==> config.mk <==
export PLATFORM = sky130hd
export DESIGN_NAME = tot_recorder
export DESIGN_NICKNAME = d
export VERILOG_FILES = /design/src/rtl/totRec_pkg.sv /design/src/rtl/totRec_ctrl.sv /design/src/rtl/totRec_datapath.sv /design/src/rtl/totRec_fifo.sv /design/src/rtl/tot_recorder.sv
export SDC_FILE = /design/constraint.sdc
export NUM_CORES = 1
export LEC_CHECK = 0
export ABC_AREA = 1
export BUFFER_PORTS_ARGS = -buffer_cell sky130_fd_sc_hd__buf_4
export CORE_MARGIN = 4
export CORE_UTILIZATION = 65
export CTS_CLUSTER_DIAMETER = 120
export DETAILED_ROUTE_END_ITERATION = 6
export MAX_ROUTING_LAYER = met4
export PLACE_DENSITY = 0.81
export SLEW_MARGIN = 20
export SYNTH_ARGS = -nofsm -noshare
export SYNTH_HDL_FRONTEND = slang
export SYNTH_SLANG_ARGS = --single-unit
export TNS_END_PERCENT = 50
==> constraint.sdc <==
create_clock -name clk -period 2.9 [get_ports clk]
set_input_delay 0.145 -clock clk [delete_from_list [all_inputs] [get_ports clk]]
set_output_delay 0.145 -clock clk [all_outputs]
set_load 0.005 [all_outputs]
==> src/rtl/totRec_pkg.sv <==
package totRec_pkg;
  // Strobes issued by the scan controller to the datapath each clock
  typedef struct packed {
    logic scanLoad;   // first clock of a slot: sample the slot's comparators
    logic slotLast;   // last clock of a slot
    logic tickLast;   // last clock of the last slot: time advances
  } ctrlStrobe_t;
endpackage

==> src/rtl/totRec_ctrl.sv <==
module totRec_ctrl
  import totRec_pkg::*;
#(
  parameter int SCAN_RATIO = 8,
  parameter int SLOT_CYC   = 5,
  parameter int TIME_W     = 8,
  localparam int SLOT_W    = $clog2(SCAN_RATIO),
  localparam int DIV_W     = (SLOT_CYC > 1) ? $clog2(SLOT_CYC) : 1
) (
  input  logic              clk,
  input  logic              rst,
  output ctrlStrobe_t       strobe,
  output logic [SLOT_W-1:0] slotCnt,
  output logic [TIME_W-1:0] timeCnt
);
  logic [DIV_W-1:0] divCnt;

  always_comb begin
    strobe.scanLoad = (divCnt == '0);
    strobe.slotLast = (divCnt == DIV_W'(SLOT_CYC - 1));
    strobe.tickLast = strobe.slotLast && (slotCnt == SLOT_W'(SCAN_RATIO - 1));
  end

  always_ff @(posedge clk) begin
    if (rst) begin
      divCnt  <= '0;
      slotCnt <= '0;
      timeCnt <= '0;
    end else begin
      divCnt <= strobe.slotLast ? '0 : divCnt + 1'b1;
      if (strobe.slotLast)
        slotCnt <= strobe.tickLast ? '0 : slotCnt + 1'b1;
      if (strobe.tickLast)
        timeCnt <= timeCnt + 1'b1;
    end
  end

  AST_TIME_HOLD: assert property (@(posedge clk) disable iff (rst)
    !strobe.tickLast |=> $stable(timeCnt));
  AST_TIME_STEP: assert property (@(posedge clk) disable iff (rst)
    strobe.tickLast |=> timeCnt == TIME_W'($past(timeCnt) + 1'b1));
endmodule

==> src/rtl/totRec_datapath.sv <==
module totRec_datapath
  import totRec_pkg::*;
#(
  parameter int NUM_CH     = 16,
  parameter int SCAN_RATIO = 8,
  parameter int TIME_W     = 8,
  localparam int NUM_GROUPS = NUM_CH / SCAN_RATIO,
  localparam int COMPS      = 2 * NUM_GROUPS,
  localparam int COMP_W     = (COMPS > 1) ? $clog2(COMPS) : 1,
  localparam int GRP_W      = (NUM_GROUPS > 1) ? $clog2(NUM_GROUPS) : 1,
  localparam int SLOT_W     = $clog2(SCAN_RATIO),
  localparam int CH_W       = $clog2(NUM_CH),
  localparam int ENTRY_W    = TIME_W + GRP_W + SLOT_W + 2
) (
  input  logic               clk,
  input  logic               rst,
  input  ctrlStrobe_t        strobe,
  input  logic [SLOT_W-1:0]  slotCnt,
  input  logic [TIME_W-1:0]  timeCnt,
  input  logic [NUM_CH-1:0]  cmpLow,
  input  logic [NUM_CH-1:0]  cmpHigh,
  output logic               wrValid,
  output logic [ENTRY_W-1:0] wrEntry
);
  // Two-flop synchronizers
  logic [NUM_CH-1:0] lowMeta, lowSync, highMeta, highSync;
  // Level seen at each comparator's previous visit
  logic [NUM_CH-1:0] prevLow, prevHigh;

  logic [NUM_GROUPS-1:0] lowNow, highNow, lowOld, highOld;
  logic [CH_W-1:0]       chIdx [NUM_GROUPS];
  logic [COMPS-1:0]      evMask, evRise;

  // Pending changes of the current slot, drained lowest index first
  logic [COMPS-1:0]  pending, pendRise;
  logic [TIME_W-1:0] stampTime;
  logic [SLOT_W-1:0] stampSlot;
  logic [COMP_W-1:0] selIdx;

  always_ff @(posedge clk) begin
    if (rst) begin
      lowMeta  <= '0;
      lowSync  <= '0;
      highMeta <= '0;
      highSync <= '0;
    end else begin
      lowMeta  <= cmpLow;
      lowSync  <= lowMeta;
      highMeta <= cmpHigh;
      highSync <= highMeta;
    end
  end

  // One 8:1 selector per group
  for (genvar g = 0; g < NUM_GROUPS; g++) begin : gGroup
    assign chIdx[g]   = CH_W'(g * SCAN_RATIO) + CH_W'(slotCnt);
    assign lowNow[g]  = lowSync[chIdx[g]];
    assign highNow[g] = highSync[chIdx[g]];
    assign lowOld[g]  = prevLow[chIdx[g]];
    assign highOld[g] = prevHigh[chIdx[g]];
    // Low edges always count; high edges only inside the low window
    assign evMask[2*g]   = lowNow[g] ^ lowOld[g];
    assign evRise[2*g]   = lowNow[g];
    assign evMask[2*g+1] = (highNow[g] ^ highOld[g]) && (lowNow[g] || lowOld[g]);
    assign evRise[2*g+1] = highNow[g];
  end

  always_comb begin
    selIdx = '0;
    for (int j = COMPS - 1; j >= 0; j--)
      if (pending[j]) selIdx = COMP_W'(j);
  end

  assign wrValid = |pending;
  assign wrEntry = {stampTime, GRP_W'(selIdx >> 1), stampSlot, selIdx[0], pendRise[selIdx]};

  always_ff @(posedge clk) begin
    if (rst) begin
      prevLow   <= '0;
      prevHigh  <= '0;
      pending   <= '0;
      pendRise  <= '0;
      stampTime <= '0;
      stampSlot <= '0;
    end else if (strobe.scanLoad) begin
      pending   <= evMask;
      pendRise  <= evRise;
      stampTime <= timeCnt;
      stampSlot <= slotCnt;
      for (int g = 0; g < NUM_GROUPS; g++) begin
        prevLow[chIdx[g]]  <= lowNow[g];
        prevHigh[chIdx[g]] <= highNow[g];
      end
    end else if (wrValid) begin
      pending[selIdx] <= 1'b0;
    end
  end

  AST_DRAIN_DONE: assert property (@(posedge clk) disable iff (rst)
    strobe.scanLoad |-> pending == '0);
  AST_ONE_CLEARED: assert property (@(posedge clk) disable iff (rst)
    (wrValid && !strobe.scanLoad) |=> $countones(pending) == $countones($past(pending)) - 1);
  AST_STAMP_HELD: assert property (@(posedge clk) disable iff (rst)
    !strobe.scanLoad |=> $stable(stampTime) && $stable(stampSlot));
endmodule

==> src/rtl/totRec_fifo.sv <==
module totRec_fifo #(
  parameter int WIDTH = 14,
  parameter int DEPTH = 8,
  localparam int PTR_W = (DEPTH > 1) ? $clog2(DEPTH) : 1
) (
  input  logic             clk,
  input  logic             rst,
  input  logic             wrValid,
  input  logic [WIDTH-1:0] wrData,
  input  logic             popReq,
  output logic             popValid,
  output logic [WIDTH-1:0] popData,
  output logic             overflow
);
  logic [WIDTH-1:0] mem [DEPTH];
  logic [PTR_W-1:0] wrPtr, rdPtr;
  logic [PTR_W:0]   count;
  logic             full, doPush, doPop;

  assign full     = (count == (PTR_W+1)'(DEPTH));
  assign popValid = (count != '0);
  assign popData  = mem[rdPtr];
  assign doPush   = wrValid && !full;
  assign doPop    = popReq && popValid;

  always_ff @(posedge clk) begin
    if (doPush) mem[wrPtr] <= wrData;
  end

  always_ff @(posedge clk) begin
    if (rst) begin
      wrPtr    <= '0;
      rdPtr    <= '0;
      count    <= '0;
      overflow <= 1'b0;
    end else begin
      if (doPush) wrPtr <= (wrPtr == PTR_W'(DEPTH - 1)) ? '0 : wrPtr + 1'b1;
      if (doPop)  rdPtr <= (rdPtr == PTR_W'(DEPTH - 1)) ? '0 : rdPtr + 1'b1;
      count <= count + (PTR_W+1)'(doPush) - (PTR_W+1)'(doPop);
      if (wrValid && full) overflow <= 1'b1;
    end
  end

  AST_OVF_STICKY: assert property (@(posedge clk) disable iff (rst)
    overflow |=> overflow);
  AST_FULL_DROP: assert property (@(posedge clk) disable iff (rst)
    (wrValid && full && !popReq) |=> full && overflow);
  AST_POP_STEP: assert property (@(posedge clk) disable iff (rst)
    (popReq && popValid && !wrValid) |=> count == $past(count) - 1'b1);
endmodule

==> src/rtl/tot_recorder.sv <==
module tot_recorder
  import totRec_pkg::*;
#(
  parameter int NUM_CH     = 16,
  parameter int SCAN_RATIO = 8,
  parameter int TIME_W     = 8,
  parameter int FIFO_DEPTH = 8,
  localparam int NUM_GROUPS = NUM_CH / SCAN_RATIO,
  localparam int GRP_W      = (NUM_GROUPS > 1) ? $clog2(NUM_GROUPS) : 1,
  localparam int SLOT_W     = $clog2(SCAN_RATIO),
  localparam int SLOT_CYC   = 2 * NUM_GROUPS + 1,
  localparam int ENTRY_W    = TIME_W + GRP_W + SLOT_W + 2
) (
  input  logic               clk,
  input  logic               rst,
  input  logic [NUM_CH-1:0]  cmpLow,
  input  logic [NUM_CH-1:0]  cmpHigh,
  input  logic               popReq,
  output logic               popValid,
  output logic [ENTRY_W-1:0] popData,
  output logic               overflow
);
  ctrlStrobe_t        strobe;
  logic [SLOT_W-1:0]  slotCnt;
  logic [TIME_W-1:0]  timeCnt;
  logic               wrValid;
  logic [ENTRY_W-1:0] wrEntry;

  totRec_ctrl #(.SCAN_RATIO(SCAN_RATIO), .SLOT_CYC(SLOT_CYC), .TIME_W(TIME_W)) u_ctrl (
    .clk(clk), .rst(rst), .strobe(strobe), .slotCnt(slotCnt), .timeCnt(timeCnt));

  totRec_datapath #(.NUM_CH(NUM_CH), .SCAN_RATIO(SCAN_RATIO), .TIME_W(TIME_W)) u_dp (
    .clk(clk), .rst(rst), .strobe(strobe), .slotCnt(slotCnt), .timeCnt(timeCnt),
    .cmpLow(cmpLow), .cmpHigh(cmpHigh), .wrValid(wrValid), .wrEntry(wrEntry));

  totRec_fifo #(.WIDTH(ENTRY_W), .DEPTH(FIFO_DEPTH)) u_fifo (
    .clk(clk), .rst(rst), .wrValid(wrValid), .wrData(wrEntry), .popReq(popReq),
    .popValid(popValid), .popData(popData), .overflow(overflow));
endmodule

==> results.md, run 1 <==
* Post-Syn Area at 0.01004 sq mm
* Pre-CTS worst setup slack at 0.7413 ns
* Run status: completed
* WP data required at 2.76 ns
* Combinational share of power at 0.199
* Post-Synthesis Cells at 1050
* Crit path max fanout at 56
* Ant. Diodes at 0
* Clock-pin slew on the worst setup and hold paths at 0.06 ns
* Commonest non-fill, non-tap cells in the layout: 211 x nor2_1, 143 x dfxtp_1, 139 x inv_1
* Total wire length at 20960 microns
* Post-synth EDFFs at 112
* Num CTS Buffers at 25
* Area Growth Syn to Fin at 16.80%
* Initial Util at 0.6628
* Die Y at 132.3 microns
* Post-synth ARST share at 0
* Detailed placement HPWL at 11680 microns
* Slowest CP cell: buf_4
* Leakage power at 0.004831 uW
* Die Width at 132.3 microns
* H-tree lvl count at 1
* Vias after detailed routing at 7252
* Avg Cell Area, Syn at 9.560 sq um
* Worst skew pair latency at 0.52 ns
* Part of the power in registers at 0.449
* Power Dens Cells at 794.9 mW/mm^2
* Sw frac at 0.2786
* Top post-synthesis cells by area: edfxtp_1 34%, dfxtp_1 29%, nor2_1 7.9%, inv_1 5.2%, o21ai_0 4.9%
* FF+latch count, synth at 255
* Clock power share at 0.351
* CTS tree: done
* # Max-Cap Violations at 0
* Number of cell rows at 45
* Worst-path cell chain: buf_4, nor2_1, o32ai_1, nand2_1, nand2_1, buf_4
* Syn nets at 1103
* GPL Wtd Cong at 0.8003
* Pint at 6724 uW
* Fin crit share at 0.7934
* Ys flop type: dfxtp_1
* Worst-case clock skew at 0.02102 ns
* CP endpoint kind: primary output
* DRC viols at 0
* # setup viols final at 0
* Buffers & Inverters on Critical Path at 2
* Net Sw Power at 2597 uW
* Worst rel slew slack at 0.4688
* Yosys top cell by area: edfxtp_1
* Fraction of layout cells with a size suffix above 1 at 0.1254
* Fmax at 434.6 MHz
* I/O pin count at 51
* Final hold viol count at 0
* Synth top area share at 0.3350
* Clk sink count at 255
* TNS Setup at 0 ns
* Critical path arrival at 2.16 ns
* Core Area at 0.01515 sq mm
* I/O Buffers at 50
* RSZ-0062 raised after global routing: no
* Wire per inst at 15.69 microns
* Power consumption at 9320 uW
* Setup ws final at 0.5990 ns
* TritonRoute pass-1 iters at 5
* First-pass GRT wire length at 34430 microns
* Post-CTS sizing at 0
* Number of global-route vias before repair at 7212
* Sequential area share after synthesis at 0.6202
* Worst stage delay on the critical path at 0.47 ns
* VDD IR-drop max at 0.5115 mV
* Fin crit period at 2.301 ns
* Crit start category: flip-flop
* Cell family with most CP delay: buffers and inverters
* Die area at 0.01750 sq mm
* GRT Resource Usage Total at 0.2470
* Max-slew violations at 0
* Via density at 5.428
* Total gr overflow at 0
* Post-DRT Antenna Nets at 0
* Slew @ Worst Pin at 0.7968 ns
* DRT iter0 DRCs at 494
* Synthesis Warnings at 0
* Synth unique cells at 33
* CTS max path bufs at 3
* Path type of the worst min-delay path: input port to flip-flop
* Final nets at 1183
* Most common cell after layout, fill and taps aside: nor2_1
* Initial antenna violation count at 0
* Clock root cell: clkbuf_16
* Kind of critical path: flip-flop to primary output
* Pin count of the biggest net entering global routing at 74
==> worst paths after layout <==
kind | from | to | slack [ns] | cells past startpoint
worst max-delay path | flip-flop | popData[1] | 0.60 | 6
worst min-delay path | popReq | u_fifo.rdPtr[1]$_SDFFE_PP0P_ | 0.04 | 4
worst max register to register | u_fifo.count[2]$_SDFF_PP0_ | u_fifo.count[2]$_SDFF_PP0_ | 0.73 | 12
worst min register to register | u_dp.lowMeta[9]$_SDFF_PP0_ | u_dp.lowSync[9]$_SDFF_PP0_ | 0.40 | 2
==> stage by stage <==
step                instance area (sq um)  std cells  hold slack (ns)  utilization
floorplan                           10040       1050           0.2520            -
global placement                    10560       1259           0.3447       0.6972
detailed placement                  10560       1259           0.3506       0.6972
CTS                                 11730       1336          0.03573       0.7741
global route                        11730       1336          0.07239       0.7741
finish                              11730       1336          0.04466       0.7741
==> cells in the mapped netlist, types with 7 or more instances <==
cell type,n
nand2_1,110
nand3_1,30
clkbuf_1,27
a21oi_1,58
dfxtp_1,143
buf_2,9
o21ai_1,7
buf_4,7
nor2_1,211
ha_1,17
inv_1,139
o21ai_0,99
edfxtp_1,112
nor2_4,15
o32ai_1,28
==> cells by family after synthesis <==
| family | count (synthesis) | synth area share |
|---|---|---|
| compound gates | 205 | 0.1179 |
| simple gates | 378 | 0.1597 |
| fa+ha+maj | 18 | 0.02318 |
| flops | 255 | 0.6202 |
| xor+xnor | 2 | 0.001745 |
| buf+inv | 192 | 0.07728 |
==> tightest hold or removal path: stages <==
cell     delay [ns]
buf_4          0.11
nand2_1        0.08
o21ai_0        0.10
nor2_1         0.09
==> layer usage <==
layer,track usage,part of all wire,vias to the layer above
met2,0.4444,0.52,247
met3,0.03282,0.052,68
li1,-,-,3591
met1,0.2772,0.39,3346
met4,0.1033,0.039,0
met5,-,0,-
==> state kept, by name, summed over array words and instances (netlist names), named ones only <==
register and count:
u_ctrl.timeCnt 8, u_fifo.rdPtr 3, u_ctrl.slotCnt 3, u_dp.pending 4
u_fifo.count 4, u_dp.prevLow 16, u_dp.highSync 16, u_ctrl.divCnt 3
u_dp.prevHigh 16, u_dp.stampSlot 3, u_dp.lowSync 16, u_dp.highMeta 16
u_fifo.wrPtr 3, u_fifo.mem 112, u_dp.stampTime 8, u_fifo.overflow 1
u_dp.pendRise 4, u_dp.lowMeta 16
==> timing repair <==
item	in CTS	in global routing
endpoints found under the hold margin	32	0
buffers inserted	0	0
hold buffers	32	0
==> area by class of cell <==
type                    count  area (sq um)
fillers                   952          3421
clock inverters            13         121.4
repair buffers             98         828.3
clock buffers              32         723.2
well taps                 188         235.2
inverters                 147         554.3
multi-input cells         603          3037
flip-flops and latches    255          6226
==> power by group through the flow <==
| stage | Combinational (uW) | Clock (uW) | Sequential, uW |
|---|---|---|---|
| floorplan | 1200 | 0 | 4220 |
| global placement | 1740 | 0 | 4250 |
| detailed placement | 1810 | 0 | 4260 |
| CTS | 1860 | 3300 | 4190 |
| global route | 2080 | 3430 | 4210 |
| finish | 1860 | 3280 | 4190 |
Power figures use the tool's default switching activity.
==> run 2: changes to the inputs <==
Settings changed: ABC_AREA 1 to 0, CORE_UTILIZATION 65 to 60, PLACE_DENSITY 0.81 to 0.75.
Clock period 2.9 ns to 2.3 ns, I/O delays scaled along.
==> run 2 against run 1 <==
Compared with the run above:
- synthesized cell count shrank 34%
- setup slack lost 0.49 ns
- die area grew 3.4%
- core utilization shrank 2.9 points
- combinational power shrank 25%
- cell area shrank 2.0%
- area after synthesis shrank 4.3%
- global-route usage shrank 4.8 points
- critical path depth shrank 2
- power grew 8.9%
- first-iteration DRC count shrank 24%
- critical endpoint is now popData[2]
- highest routed layer unchanged
==> results.md, run 2 <==
* Kind of critical path: flip-flop to primary output (unchanged)
* DRT iter0 DRCs at 373 (was 494)
* FF+latch count, synth at 255 (unchanged)
* CP endpoint kind: primary output (unchanged)
* Yosys top cell by area: edfxtp_1 (unchanged)
* Avg Cell Area, Syn at 13.92 sq um (was 9.560 sq um)
* Fraction of layout cells with a size suffix above 1 at 0.2429 (was 0.1254)
* First-pass GRT wire length at 28280 microns (was 34430 microns)
* Min Hold Slack at 0.1401 ns (was 0.04466 ns)
* Via density at 5.406 (was 5.428)
* Ant. Diodes at 0 (unchanged)
* Post-Syn Area at 0.009602 sq mm (was 0.01004 sq mm)
* Wire per inst at 16.50 microns (was 15.69 microns)
* Clk sink count at 255 (unchanged)
* Total gr overflow at 0 (unchanged)
* WP data required at 2.18 ns (was 2.76 ns)
* Setup ws final at 0.1042 ns (was 0.5990 ns)
* Critical path arrival at 2.08 ns (was 2.16 ns)
* # Max-Cap Violations at 0 (unchanged)
* Synth top area share at 0.3503 (was 0.3350)
* Top post-synthesis cells by area: edfxtp_1 35%, dfxtp_1 30%, mux4_2 10%, nor2b_1 4.3%, nor2_1 2.7% (was edfxtp_1 34%, dfxtp_1 29%, nor2_1 7.9%, inv_1 5.2%, o21ai_0 4.9%)
* Slew @ Worst Pin at 0.9178 ns (was 0.7968 ns)
* GPL Wtd Cong at 0.8045 (was 0.8003)
* Post-route cell area at 0.01149 sq mm (was 0.01173 sq mm)
* Worst-case clock skew at 0.01683 ns (was 0.02102 ns)
* CTS max path bufs at 3 (unchanged)
* Clock-pin slew on the worst setup and hold paths at 0.06 ns (about the same)
* Final hold viol count at 0 (unchanged)
* Number of cell rows at 45 (unchanged)
* RSZ-0062 raised after global routing: no (unchanged)
* Initial antenna violation count at 0 (unchanged)
* # setup viols final at 0 (unchanged)
* Commonest non-fill, non-tap cells in the layout: 142 x dfxtp_1, 112 x edfxtp_1, 76 x buf_4 (was 211 x nor2_1, 143 x dfxtp_1, 139 x inv_1)
* Post-DP Area at 0.01037 sq mm (was 0.01056 sq mm)
* Worst skew pair latency at 0.52 ns (about the same)
* Sequential area share after synthesis at 0.6484 (was 0.6202)
* Post-Synthesis Cells at 690 (was 1050)
* Ys flop type: dfxtp_1 (unchanged)
* TritonRoute pass-1 iters at 4 (was 5)
* Synth unique cells at 42 (was 33)
* Post-DRT Antenna Nets at 0 (unchanged)
* H-tree lvl count at 1 (unchanged)
* Num CTS Buffers at 25 (unchanged)
* Vias after detailed routing at 5525 (was 7252)
* Initial Util at 0.6224 (was 0.6628)
* Fmax at 455.4 MHz
* Core Area at 0.01543 sq mm (was 0.01515 sq mm)
* I/O Buffers at 50 (unchanged)
* Detailed placement HPWL at 10350 microns (was 11680 microns)
* I/O pin count at 51 (unchanged)
* Die Width at 134.5 microns (was 132.3 microns)
* Register with the most flip-flops: u_fifo.mem (unchanged)
* Max-slew violations at 0 (unchanged)
* Fin crit share at 0.9547
* Crit start category: flip-flop (unchanged)
* Post-synth EDFFs at 112 (unchanged)
* Placed cells at 943 (was 1259)
* CTS tree: done (unchanged)
* Pin count of the biggest net entering global routing at 75 (was 74)
* Total wire length at 16870 microns (was 20960 microns)
* # Post-CTS Setup Buffers at 0 (unchanged)
* Most instantiated library cell after synthesis: dfxtp_1 (was nor2_1)
* Pre-CTS worst setup slack at 0.1473 ns (was 0.7413 ns)
* Crit path max fanout at 28 (was 56)
* Die area at 0.01809 sq mm (was 0.01750 sq mm)
* Power consumption at 10150 uW (was 9320 uW)
* Fin crit period at 2.196 ns
* Commonest cells post-synth: 143 x dfxtp_1, 112 x edfxtp_1, 69 x nor2_1, 66 x nor2b_1, 44 x mux4_2 (was 211 x nor2_1, 143 x dfxtp_1, 139 x inv_1, 112 x edfxtp_1, 110 x nand2_1)
* Number of global-route vias before repair at 5773 (was 7212)
* Leakage power at 0.004157 uW (was 0.004831 uW)
* DRC viols at 0 (unchanged)
* Power Dens Cells at 882.9 mW/mm^2 (was 794.9 mW/mm^2)
* GRT Resource Usage Total at 0.1992 (was 0.2470)
* Path type of the worst min-delay path: input port to flip-flop (unchanged)
* Run status: completed (unchanged)
* Synthesis Warnings at 0 (unchanged)
* Area Growth Syn to Fin at 19.69% (was 16.80%)
* Finished Layout Cells at 1022 (was 1336)
* Worst rel slew slack at 0.3834 (was 0.4688)
* Post-synth ARST share at 0 (unchanged)
* Die Y at 134.5 microns (was 132.3 microns)
* Max FFs per register at 112 (unchanged)
* Clock root cell: clkbuf_16 (unchanged)
* Final nets at 845 (was 1183)
* VDD IR-drop max at 0.5349 mV (was 0.5115 mV)
* Most common cell after layout, fill and taps aside: dfxtp_1 (was nor2_1)
* Syn nets at 743 (was 1103)
==> run 2: worst max-delay path, cell delays in order, from the launching register on <==
cell and delay (ns):
dfxtp_2 0.34, buf_12 0.23, mux4_2 0.54, mux2_2 0.30, buf_4 0.14
==> run 2: per-stage QoR <==
| step | util | setup TNS (ns) |
|---|---|---|
| finish | 0.7449 | 0 |
| detailed placement | 0.6720 | 0 |
| global route | 0.7449 | 0 |
| CTS | 0.7446 | 0 |
| global placement | 0.6720 | 0 |
| floorplan | - | -1.233 |
==> run 2: power by group <==
part / switching (uW) / total [uW] / internal (uW) / leakage, uW
Combinational: 628 / 1400 / 772 / 0.00156
Clock: 1640 / 3810 / 2170 / 0.000391
Sequential: 74.5 / 4930 / 4860 / 0.00221
==> run 2: metal layers <==
| metal | wire [microns] | share of wire | GRT usage |
|---|---|---|---|
| met3 | 670 | 0.040 | 0.02720 |
| met1 | 6963 | 0.41 | 0.2425 |
| met5 | 0 | 0 | - |
| met4 | 270 | 0.016 | 0.05034 |
| met2 | 8961 | 0.53 | 0.3545 |
==> run 2: cell type report <==
class	count	area (sq um)
clock inverters	15	90.09
well taps	211	264.0
inverters	13	48.80
clock buffers	31	699.4
multi-input cells	385	3202
repair buffers	112	960.9
flip-flops and latches	255	6227
fillers	994	3935
==> run 2: cells by family (layout without fill, tap and decap cells) <==
| family | after synthesis | after routing | synth area share |
|---|---|---|---|
| AO/OA/AOI/OAI | 52 | 52 | 0.03206 |
| XOR/XNOR | 11 | 11 | 0.01003 |
| adder cells (fa/ha/maj) | 18 | 18 | 0.02424 |
| buffers and inverters | 50 | 171 | 0.02137 |
| flip-flops | 255 | 255 | 0.6484 |
| multiplexers | 83 | 83 | 0.1471 |
| AND/OR/NAND/NOR | 221 | 221 | 0.1168 |
==> run 2: worst paths after layout <==
check                           slack, ns  cells after the start                   startpoint                            end
worst max register to register       0.19                      8  u_ctrl.divCnt[0]$_SDFF_PP0_  u_dp.prevHigh[5]$_SDFFE_PP0P_
worst min register to register       0.44                      1  u_dp.highMeta[2]$_SDFF_PP0_    u_dp.highSync[2]$_SDFF_PP0_
worst min-delay path                 0.14                      2                          rst    u_dp.lowMeta[12]$_SDFF_PP0_
worst max-delay path                 0.10                      4                    flip-flop                     popData[2]
==> run 2: timing repair <==
item	4_1_cts	5_1_grt
setup endpoints to repair	0	3
hold endpoints to repair	38	0
hold buffers	33	0
resized for setup	0	2
==> run 3: changes to the inputs <==
Settings changed: CELL_PAD_IN_SITES_DETAIL_PLACEMENT from default to 1, CELL_PAD_IN_SITES_GLOBAL_PLACEMENT from default to 2, CORE_UTILIZATION 60 to 43, SLEW_MARGIN 20 to 40.
==> run 3 against run 2 <==
Compared with the run above:
- flip-flop and latch count stayed put
- power is 11% higher
- non-clock buffer count is 5 higher
- core utilization is 20 points lower
- global-route usage is 3.3 points lower
- register-to-register slack hardly changed
- critical path type unchanged
- critical endpoint is now popData[11]
==> results.md, run 3 (synthesis results as in run 2) <==
* Most common cell after layout, fill and taps aside: dfxtp_1 (unchanged)
* Worst R2R Start: u_fifo.count[1]$_SDFF_PP0_ (was u_ctrl.divCnt[0]$_SDFF_PP0_)
* Leakage power at 0.004347 uW (was 0.004157 uW)
* Vias after detailed routing at 5576 (was 5525)
* Power consumption at 11250 uW (was 10150 uW)
* Kind of critical path: flip-flop to primary output (unchanged)
* Pin count of the biggest net entering global routing at 89 (was 75)
* Clock root cell: clkbuf_16 (unchanged)
* Worst reg2reg path endpoint: u_fifo.count[2]$_SDFF_PP0_ (was u_dp.prevHigh[5]$_SDFFE_PP0P_)
* Ant. Diodes at 0 (unchanged)
* Crit path max fanout at 6 (was 28)
* Number of cell rows at 54 (was 45)
* GPL Wtd Cong at 0.7364 (was 0.8045)
* Worst rel slew slack at 0.5467 (was 0.3834)
* Die Width at 157.4 microns (was 134.5 microns)
* # setup viols final at 0 (unchanged)
* Final nets at 852 (was 845)
* DRC viols at 0 (unchanged)
* Via density at 5.069 (was 5.406)
* H-tree lvl count at 1 (unchanged)
* Core Area at 0.02189 sq mm (was 0.01543 sq mm)
* Hold Path Depth at 2 (unchanged)
* Fin crit period at 2.230 ns (was 2.196 ns)
* WP data required at 2.18 ns (about the same)
* Post-route cell area at 0.01193 sq mm (was 0.01149 sq mm)
* R2R Setup Slk at 0.19 ns (about the same)
* Total wire length at 19590 microns (was 16870 microns)
* Worst skew pair latency at 0.54 ns (was 0.52 ns)
* Register with the most flip-flops: u_fifo.mem (unchanged)
* Commonest non-fill, non-tap cells in the layout: 141 x dfxtp_1, 112 x edfxtp_1, 75 x buf_4 (was 142 x dfxtp_1, 112 x edfxtp_1, 76 x buf_4)
* GRT Resource Usage Total at 0.1665 (was 0.1992)
* Clk sink count at 255 (unchanged)
* Path type of the worst min-delay path: input port to flip-flop (unchanged)
* # Max-Cap Violations at 0 (unchanged)
* Min-Delay Endpoint: u_dp.lowSync[13]$_SDFF_PP0_ (was u_dp.lowMeta[12]$_SDFF_PP0_)
* Post-DRT Antenna Nets at 0 (unchanged)
* CTS tree: done (unchanged)
* First-pass GRT wire length at 31970 microns (was 28280 microns)
* Total gr overflow at 0 (unchanged)
* Detailed placement HPWL at 12220 microns (was 10350 microns)
* Finished Layout Cells at 1100 (was 1022)
* I/O pin count at 51 (unchanged)
* Crit start category: flip-flop (unchanged)
* Run status: completed (unchanged)
* Hold path start: rst (unchanged)
* Critical path arrival at 2.11 ns (was 2.08 ns)
* Placed cells at 1009 (was 943)
* Post-DP Area at 0.01042 sq mm (was 0.01037 sq mm)
* DRT iter0 DRCs at 214 (was 373)
* I/O Buffers at 50 (unchanged)
* Initial Util at 0.4386 (was 0.6224)
* Die area at 0.02478 sq mm (was 0.01809 sq mm)
* Wire per inst at 17.81 microns (was 16.50 microns)
* Number of global-route vias before repair at 5975 (was 5773)
* RSZ-0062 raised after global routing: yes (was no)
* CTS max path bufs at 3 (unchanged)
* Max FFs per register at 112 (unchanged)
* Slew @ Worst Pin at 0.6755 ns (was 0.9178 ns)
* Fin crit share at 0.9696 (was 0.9547)
* Power Dens Cells at 943.4 mW/mm^2 (was 882.9 mW/mm^2)
* Final hold viol count at 0 (unchanged)
* Fmax at 448.4 MHz (was 455.4 MHz)
* Clock-pin slew on the worst setup and hold paths at 0.06 ns (about the same)
* VDD IR-drop max at 0.4598 mV (was 0.5349 mV)
* Num CTS Buffers at 27 (was 25)
* Die Y at 157.4 microns (was 134.5 microns)
* Area Growth Syn to Fin at 24.24% (was 19.69%)
* Worst-case clock skew at 0.01309 ns (was 0.01683 ns)
* Fraction of layout cells with a size suffix above 1 at 0.2537 (was 0.2429)
* Initial antenna violation count at 0 (unchanged)
* TritonRoute pass-1 iters at 4 (unchanged)
* CP endpoint kind: primary output (unchanged)
* R2R cell count at 11 (was 8)
* Max-slew violations at 0 (unchanged)
run 3: cell types whose count changed in the layout (fill, tap and decap cells not counted), sizes merged:
cell	delta
clkbuf	+8
buf	+4
clkinvlp	-4
bufinv	+3
clkinv	-2
run 3: how the worst max path moves through the flow:
stage / startpoint / end / slack (ns) / cells past startpoint
after detailed placement: u_ctrl.slotCnt[1]$_SDFFE_PP0P_ / u_dp.pending[0]$_SDFFE_PP0P_ / 0.11 / 5
final: flip-flop / popData[11] / 0.07 / 5
after global placement: u_ctrl.slotCnt[1]$_SDFFE_PP0P_ / u_dp.pending[2]$_SDFFE_PP0P_ / 0.18 / 6
after global routing: flip-flop / popData[11] / -0.0001 / 5
after CTS: flip-flop / popData[10] / -0.006 / 5
after floorplan: u_fifo.count[2]$_SDFF_PP0_ / u_fifo.mem[4][0]$_DFFE_PP_ / -0.09 / 7
run 3: layout make-up:
cell class	count	area, sq um
inverter	13	48.80
multi-input combinational	385	3219
sequential	255	6231
fill	2161	9962
clock buffer	38	839.6
tap	280	350.3
clock inverter	12	156.4
timing repair buffer	117	1084
run 3: critical path, cell delays in order, from the launching register on:
cell	delay, ns
dfxtp_4	0.39
buf_12	0.13
buf_16	0.13
mux4_2	0.52
mux2_4	0.29
buf_6	0.11
run 3: where the power goes:
group	switching, uW	leakage [uW]	internal [uW]
clock network	1780	0.000504	2900
registers	79.3	0.00221	4860
logic	699	0.00163	934
run 3: per-layer routing:
layer	global-route usage	vias to the layer above	part of all wire	wire length [microns]
met3	0.02337	32	0.037	726
met1	0.2010	2752	0.43	8374
li1	-	2702	-	-
met5	-	-	0	0
met4	0.03974	0	0.020	391
met2	0.2964	90	0.52	10100
run 3: per-stage QoR:
step              TNS, ns  worst slack (ns)  utilization  hold WS, ns
3_5_place_dp            0            0.1120       0.4759       0.3320
5_1_grt        -0.0001066        -0.0001066       0.5449      0.05797
4_1_cts         -0.005812         -0.005812       0.5424       0.1598
6_report                0           0.07003       0.5449      0.03259
2_1_floorplan      -1.233          -0.08808            -       0.2432
3_3_place_gp            0            0.1764       0.4759       0.3241
run 3: timing repair:
action / CTS / global route
cloned: 2 / 1
buffers inserted: 3 / 2
resized for setup: 8 / 3
setup endpoints to repair: 12 / 13
hold buffers: 33 / 0
hold endpoints to repair: 38 / 0
